$ cat config.mk
export PLATFORM = sky130hd
export DESIGN_NAME = sleep_wake_detector
export DESIGN_NICKNAME = d
export VERILOG_FILES = /design/src/rtl/wake_pkg.sv /design/src/rtl/wake_dest_filter.sv /design/src/rtl/wake_magic_fsm.sv /design/src/rtl/sleep_wake_detector.sv
export SDC_FILE = /design/constraint.sdc
export NUM_CORES = 1
export LEC_CHECK = 0
export BUFFER_PORTS_ARGS = -buffer_cell sky130_fd_sc_hd__clkbuf_2
export CORE_MARGIN = 2
export CORE_UTILIZATION = 45
export CTS_CLUSTER_DIAMETER = 60
export DETAILED_ROUTE_END_ITERATION = 7
export PLACE_DENSITY = 0.88
export SYNTH_ARGS = -nofsm -noshare
export SYNTH_HDL_FRONTEND = slang
export SYNTH_SLANG_ARGS = --single-unit
$ cat constraint.sdc
create_clock -name clk -period 5 [get_ports clk]
set_clock_uncertainty 0.15 [all_clocks]
set_input_delay 0.5 -clock clk [delete_from_list [all_inputs] [get_ports clk]]
set_output_delay 0.5 -clock clk [all_outputs]
set_load 0.01 [all_outputs]
$ cat src/rtl/wake_pkg.sv
package wake_pkg;
    localparam int MAC_W      = 48;
    localparam int ADDR_BYTES = MAC_W / 8;
    localparam int HDR_LEN    = 2 * ADDR_BYTES;

    typedef enum logic [2:0] {
        ST_OFF, ST_WAIT, ST_HDR, ST_SKIP, ST_SYNC, ST_ADDR, ST_FOUND
    } match_state_t;

    // byte i of an address in wire order, byte 0 = bits [47:40]
    function automatic logic [7:0] addr_byte(input logic [MAC_W-1:0] a, input logic [2:0] i);
        return 8'(a >> (6'd40 - {i, 3'b000}));
    endfunction
endpackage

$ cat src/rtl/wake_dest_filter.sv
module wake_dest_filter
    import wake_pkg::*;
#(
    parameter int N_SUPP = 4
) (
    input  logic                    clk,
    input  logic                    rst_n,
    input  logic                    clr,
    input  logic                    take,
    input  logic                    first,
    input  logic [2:0]              idx,
    input  logic [7:0]              data,
    input  logic [MAC_W-1:0]        station,
    input  logic [N_SUPP*MAC_W-1:0] supp,
    input  logic [N_SUPP-1:0]       supp_en,
    output logic                    dest_ok
);
    logic              grp_q;
    logic              pri_q;
    logic [N_SUPP-1:0] sup_q;

    always_ff @(posedge clk or negedge rst_n) begin
        if (!rst_n) begin
            grp_q <= 1'b0;
            pri_q <= 1'b0;
        end else if (clr) begin
            grp_q <= 1'b0;
            pri_q <= 1'b0;
        end else if (take) begin
            if (first) begin
                grp_q <= data[0];
                pri_q <= (data == addr_byte(station, idx));
            end else begin
                pri_q <= pri_q && (data == addr_byte(station, idx));
            end
        end
    end

    for (genvar g = 0; g < N_SUPP; g++) begin : g_supp
        logic [MAC_W-1:0] one_addr;
        assign one_addr = supp[g*MAC_W +: MAC_W];
        always_ff @(posedge clk or negedge rst_n) begin
            if (!rst_n)
                sup_q[g] <= 1'b0;
            else if (clr)
                sup_q[g] <= 1'b0;
            else if (take)
                sup_q[g] <= (first || sup_q[g]) && (data == addr_byte(one_addr, idx));
        end
    end

    assign dest_ok = grp_q || pri_q || |(sup_q & supp_en);
endmodule

$ cat src/rtl/wake_magic_fsm.sv
module wake_magic_fsm
    import wake_pkg::*;
#(
    parameter int SYNC_LEN = 6,
    parameter int COPIES   = 16
) (
    input  logic             clk,
    input  logic             rst_n,
    input  logic             active,
    input  logic             rx_sof,
    input  logic             rx_valid,
    input  logic             rx_eof,
    input  logic [7:0]       rx_data,
    input  logic [MAC_W-1:0] station,
    input  logic             dest_ok,
    output logic             filt_take,
    output logic             filt_first,
    output logic [2:0]       filt_idx,
    output logic             detect
);
    localparam int SW = $clog2(SYNC_LEN + 1);
    localparam int CW = $clog2(COPIES + 1);
    localparam int HW = $clog2(HDR_LEN + 1);

    match_state_t   state_q, state_n;
    logic [HW-1:0]  hdr_q, hdr_n;
    logic [SW-1:0]  sync_q, sync_n;
    logic [2:0]     byte_q, byte_n;
    logic [CW-1:0]  copy_q, copy_n;

    always_ff @(posedge clk or negedge rst_n) begin
        if (!rst_n) begin
            state_q <= ST_OFF;
            hdr_q   <= '0;
            sync_q  <= '0;
            byte_q  <= '0;
            copy_q  <= '0;
        end else begin
            state_q <= state_n;
            hdr_q   <= hdr_n;
            sync_q  <= sync_n;
            byte_q  <= byte_n;
            copy_q  <= copy_n;
        end
    end

    always_comb begin
        state_n    = state_q;
        hdr_n      = hdr_q;
        sync_n     = sync_q;
        byte_n     = byte_q;
        copy_n     = copy_q;
        filt_take  = 1'b0;
        filt_first = 1'b0;
        filt_idx   = hdr_q[2:0];
        detect     = 1'b0;
        if (!active) begin
            state_n = ST_OFF;
            hdr_n   = '0;
            sync_n  = '0;
            byte_n  = '0;
            copy_n  = '0;
        end else if (state_q == ST_OFF) begin
            state_n = ST_WAIT;
        end else if (rx_valid) begin
            if (rx_sof) begin
                state_n    = ST_HDR;
                hdr_n      = HW'(1);
                sync_n     = '0;
                byte_n     = '0;
                copy_n     = '0;
                filt_take  = 1'b1;
                filt_first = 1'b1;
                filt_idx   = 3'd0;
            end else begin
                unique case (state_q)
                    ST_HDR: begin
                        if (hdr_q < HW'(ADDR_BYTES))
                            filt_take = 1'b1;
                        if (hdr_q == HW'(ADDR_BYTES) && !dest_ok)
                            state_n = ST_SKIP;
                        else if (hdr_q == HW'(HDR_LEN - 1)) begin
                            state_n = ST_SYNC;
                            sync_n  = '0;
                        end
                        hdr_n = hdr_q + HW'(1);
                    end
                    ST_SYNC: begin
                        if (sync_q == SW'(SYNC_LEN) && rx_data == addr_byte(station, 3'd0)) begin
                            state_n = ST_ADDR;
                            byte_n  = 3'd1;
                            copy_n  = '0;
                        end else if (rx_data == 8'hFF) begin
                            if (sync_q != SW'(SYNC_LEN))
                                sync_n = sync_q + SW'(1);
                        end else begin
                            sync_n = '0;
                        end
                    end
                    ST_ADDR: begin
                        if (rx_data == addr_byte(station, byte_q)) begin
                            if (byte_q == 3'(ADDR_BYTES - 1)) begin
                                byte_n = 3'd0;
                                if (copy_q == CW'(COPIES - 1))
                                    state_n = ST_FOUND;
                                else
                                    copy_n = copy_q + CW'(1);
                            end else begin
                                byte_n = byte_q + 3'd1;
                            end
                        end else begin
                            state_n = ST_SYNC;
                            sync_n  = (rx_data == 8'hFF) ? SW'(1) : '0;
                            byte_n  = 3'd0;
                            copy_n  = '0;
                        end
                    end
                    ST_OFF, ST_WAIT, ST_SKIP, ST_FOUND: ;
                    default: ;
                endcase
            end
            if (rx_eof) begin
                detect  = (state_n == ST_FOUND);
                state_n = ST_WAIT;
            end
        end
    end

    AST_DETECT_AT_EOF: assert property (@(posedge clk) disable iff (!rst_n)
        detect |-> (rx_valid && rx_eof));
    AST_DETECT_ACTIVE: assert property (@(posedge clk) disable iff (!rst_n)
        detect |-> active);
    AST_OFF_AFTER_EXIT: assert property (@(posedge clk) disable iff (!rst_n)
        !active |=> (state_q == ST_OFF));
endmodule

$ cat src/rtl/sleep_wake_detector.sv
module sleep_wake_detector
    import wake_pkg::*;
#(
    parameter int N_SUPP   = 4,
    parameter int SYNC_LEN = 6,
    parameter int COPIES   = 16
) (
    input  logic                    clk,
    input  logic                    rst_n,
    input  logic                    rx_sof,
    input  logic                    rx_valid,
    input  logic                    rx_eof,
    input  logic [7:0]              rx_data,
    input  logic                    cfg_sleep,
    input  logic                    cfg_magic_en,
    input  logic                    ext_stop,
    input  logic [MAC_W-1:0]        station_addr,
    input  logic [N_SUPP*MAC_W-1:0] supp_addr,
    input  logic [N_SUPP-1:0]       supp_en,
    input  logic                    wake_clr,
    output logic                    wake_pulse,
    output logic                    wake_status,
    output logic                    magic_det,
    output logic                    sleep_active,
    output logic                    tx_disable,
    output logic                    fifo_disable,
    output logic                    stat_inhibit
);
    logic       asleep;
    logic       active;
    logic       dest_ok;
    logic       f_take;
    logic       f_first;
    logic [2:0] f_idx;
    logic       detect;

    assign asleep       = cfg_sleep || ext_stop;
    assign active       = asleep && cfg_magic_en;
    assign sleep_active = asleep;
    assign tx_disable   = asleep;
    assign fifo_disable = asleep;
    assign stat_inhibit = asleep;

    wake_dest_filter #(.N_SUPP(N_SUPP)) u_filter (
        .clk     (clk),
        .rst_n   (rst_n),
        .clr     (!active),
        .take    (f_take),
        .first   (f_first),
        .idx     (f_idx),
        .data    (rx_data),
        .station (station_addr),
        .supp    (supp_addr),
        .supp_en (supp_en),
        .dest_ok (dest_ok)
    );

    wake_magic_fsm #(.SYNC_LEN(SYNC_LEN), .COPIES(COPIES)) u_fsm (
        .clk        (clk),
        .rst_n      (rst_n),
        .active     (active),
        .rx_sof     (rx_sof),
        .rx_valid   (rx_valid),
        .rx_eof     (rx_eof),
        .rx_data    (rx_data),
        .station    (station_addr),
        .dest_ok    (dest_ok),
        .filt_take  (f_take),
        .filt_first (f_first),
        .filt_idx   (f_idx),
        .detect     (detect)
    );

    always_ff @(posedge clk or negedge rst_n) begin
        if (!rst_n) begin
            wake_pulse  <= 1'b0;
            wake_status <= 1'b0;
            magic_det   <= 1'b0;
        end else begin
            wake_pulse <= detect;
            if (detect)
                wake_status <= 1'b1;
            else if (wake_clr)
                wake_status <= 1'b0;
            if (!active)
                magic_det <= 1'b0;
            else if (detect)
                magic_det <= 1'b1;
        end
    end

    AST_PULSE_SINGLE: assert property (@(posedge clk) disable iff (!rst_n)
        wake_pulse |=> !wake_pulse);
    AST_PULSE_SETS_STATUS: assert property (@(posedge clk) disable iff (!rst_n)
        wake_pulse |-> wake_status);
    AST_STATUS_HELD: assert property (@(posedge clk) disable iff (!rst_n)
        (wake_status && !wake_clr) |=> wake_status);
    AST_DET_DROPS: assert property (@(posedge clk) disable iff (!rst_n)
        !(asleep && cfg_magic_en) |=> !magic_det);
endmodule

==> results.toml <==
[status]
outcome = "complete, no violations"

[synth]
synthArstFlopShare_pct = 100.0
synth_cell_type_count = 70
synth_fp_nets = 845
yosysWarnings = 0
synth_edf_count = 0
ys_seq_area_share_pct = 14.40
syn_inst = 578
avgSynthCellArea_sq_um = 8.115
synth_area_sq_mm = 0.004691
synth_flop_cell = "dfrtp_1"
ys_ff_latch = 27

[clock_tree]
cts_buffers = 3
clk_latency_ns = 0.29
clock_path_buffers = 2
cts_resized = 0
cts_tree = "done"
clock_sinks = 27
clock-root-buffer = "clkbuf_8"
hold_buffers = 0
htreeDepth = 1
post_cts_buffers = 0
clk_transition_reported_paths_ns = 0.10

[setup_path]
crit_chain = "xor2_1 > a21boi_1 > o2111ai_1 > and4_1 > nor4_1 > nand4b_1 > o41ai_1"
end_kind = "flop"
max_stage_delay_ns = 0.89
start_kind = "flop"
critPathKind = "flop to flop"
critPathLaunch = "u_fsm.hdr_q[1]"
cp_max_fo = 39
arrival_ns = 4.01
critPathSlowestCell = "dfrtp_2"
r2r_start = "u_fsm.hdr_q[1]"
critical_path_required_ns = 5.03

[final_layout]
fin_util_pct = 59.28
layout.cells.non_filler = 935
area_growth_pct = 29.29
drive_above_1_share_pct = 41.64
fin_area_sq_mm = 0.006065
nets = 1063

[placement]
gp_congestion = 0.9995
dpl_cell_area_sq_mm = 0.006008
dp_hpwl_mm = 15.28
io_buffers = 267
dp.cells = 927
post-place-ws_ns = 1.140

[die]
die-area_sq_mm = 0.01126
core_sq_mm = 0.01023
io_pins = 268
die_x_microns = 106.1
start_util_pct = 45.85
die_h_microns = 106.1
num_rows = 37

[grt]
grt_max_degree = 40
grt_overflow = 0
grt_pass1_vias = 5610
grt.total_usage_pct = 32.74
grt_pass1_wl_mm = 29.02
antenna_found_initial = 4

[sta]
slew_headroom_pct = 21.04
worst_slack_ns = 1.028
worstMarginPinSlew_ns = 1.174
period_minus_slack_ns = 3.972
fmax_ghz = 0.2517
drv_slew = 0
post-route-period-util_pct = 79.45
fin_setup_tns_ns = 0
setup_viol = 0
rsz0062_at_grt = "false"
whs_ns = 0.09662
final-hold-violation-count = 0

[routing]
initialDrtViolationCount = 631
avgRoutedWirePerCell_microns = 20.25
dr.pass1.iters = 6
final_antenna_net_count = 0
dr_total_vias = 5891
route.detailed.drc = 0
vias_per_cell = 6.301
wirelength_mm = 18.94

[job]
cap_violations = 0

[worst_hold_path]
worstHoldPathType = "primary input to async pin"

[power_and_ir_drop]
report.power.total_mw = 0.7192
p_leak_nw = 2.741
powerDensity_mw_per_mm2 = 118.6
vdd_drop_max_v = 0.00009135
==> kinds of logic after synthesis <==
group | after synthesis | synth area share [%]
flops | 27 | 14.40
compound gates | 189 | 30.76
simple gates | 176 | 19.55
buf+inv | 70 | 6.428
fa+ha+maj | 6 | 1.600
mux | 57 | 17.36
xor+xnor | 53 | 9.896
==> worst max-delay path: cells and delay by family, from the launching register on <==
family	cells	cell delay (ns)
XOR/XNOR	1	0.53
AO/OA/AOI/OAI	3	1.57
flip-flops	1	0.89
AND/OR/NAND/NOR	3	0.72
==> flip-flops by register name (all words and copies together) (netlist names) <==
| register | count |
|---|---|
| u_fsm.copy_q | 5 |
| u_filter.sup_q | 4 |
| u_fsm.hdr_q | 4 |
| u_fsm.byte_q | 3 |
| u_fsm.state_q | 3 |
| u_fsm.sync_q | 3 |
| magic_det | 1 |
| u_filter.grp_q | 1 |
| u_filter.pri_q | 1 |
| wake_pulse | 1 |
| wake_status | 1 |
==> cell type report <==
class	instances	area, sq um
timing repair buffer	271	1366
multi-input combinational	481	3749
clock inverter	1	5.005
antenna	4	10.01
fill	935	4167
clock buffer	3	41.29
inverter	12	45.04
sequential	27	678.2
tap	136	170.2
==> cells in the mapped netlist, types with 10 or more instances <==
master     n  area (sq um)
xor2_1    14         122.6
dfrtp_1   27         675.7
xnor2_1   39         341.6
a221oi_1  18         157.7
clkbuf_1  34         127.6
mux2_2    26         292.8
a21oi_1   24         120.1
a222oi_1  12         120.1
a22o_1    15         131.4
buf_1     11         41.29
mux4_2    13         292.8
or3_1     13         81.33
nand4_1   12         75.07
nand2_1   39         146.4
inv_1     12         45.04
o22ai_1   11         68.82
o21ai_0   27         135.1
a22oi_1   10         75.07
nor3_1    11         55.05
nor2_1    47         176.4
mux2i_1   15         150.1
==> power by group <==
part / switching [mW] / internal (mW)
clock network: 0.0772 / 0.0562
registers: 0.0142 / 0.222
logic: 0.171 / 0.179
total: 0.262 / 0.457
==> layer usage <==
layer	share of wire, %	wire length [microns]	track usage (%)	up-vias
met5	0	0	0	-
met4	2.1	405	8.083	0
met3	12	2332	9.503	43
met2	48	9150	56.18	429
met1	37	7050	40.40	2734
li1	-	-	-	2685
==> layout by cell type, fill, tap and decap left out, types with 13 or more instances in the layout <==
| cell type | n |
|---|---|
| clkbuf_2 | 267 |
| or3_1 | 13 |
| o21ai_0 | 25 |
| xnor2_1 | 39 |
| mux2_2 | 26 |
| xor2_1 | 14 |
| nor2_1 | 47 |
| mux4_2 | 13 |
| mux2i_1 | 15 |
| a221oi_1 | 18 |
| nand2_1 | 39 |
| dfrtp_1 | 25 |
| a22o_1 | 15 |
| a21oi_1 | 24 |
==> worst paths after layout <==
kind,endpoint,slack [ns],depth (start not counted)
min,u_fsm.copy_q[4],0.1,1
max in group asynchronous,u_fsm.hdr_q[1],4.12,1
max,u_filter.sup_q[0],1.03,7
min reg2reg,magic_det,0.34,1
max reg2reg,u_filter.sup_q[0],1.03,7
min in group clk,wake_status,0.31,3
Note: power is estimated with default switching activity, not from simulation.
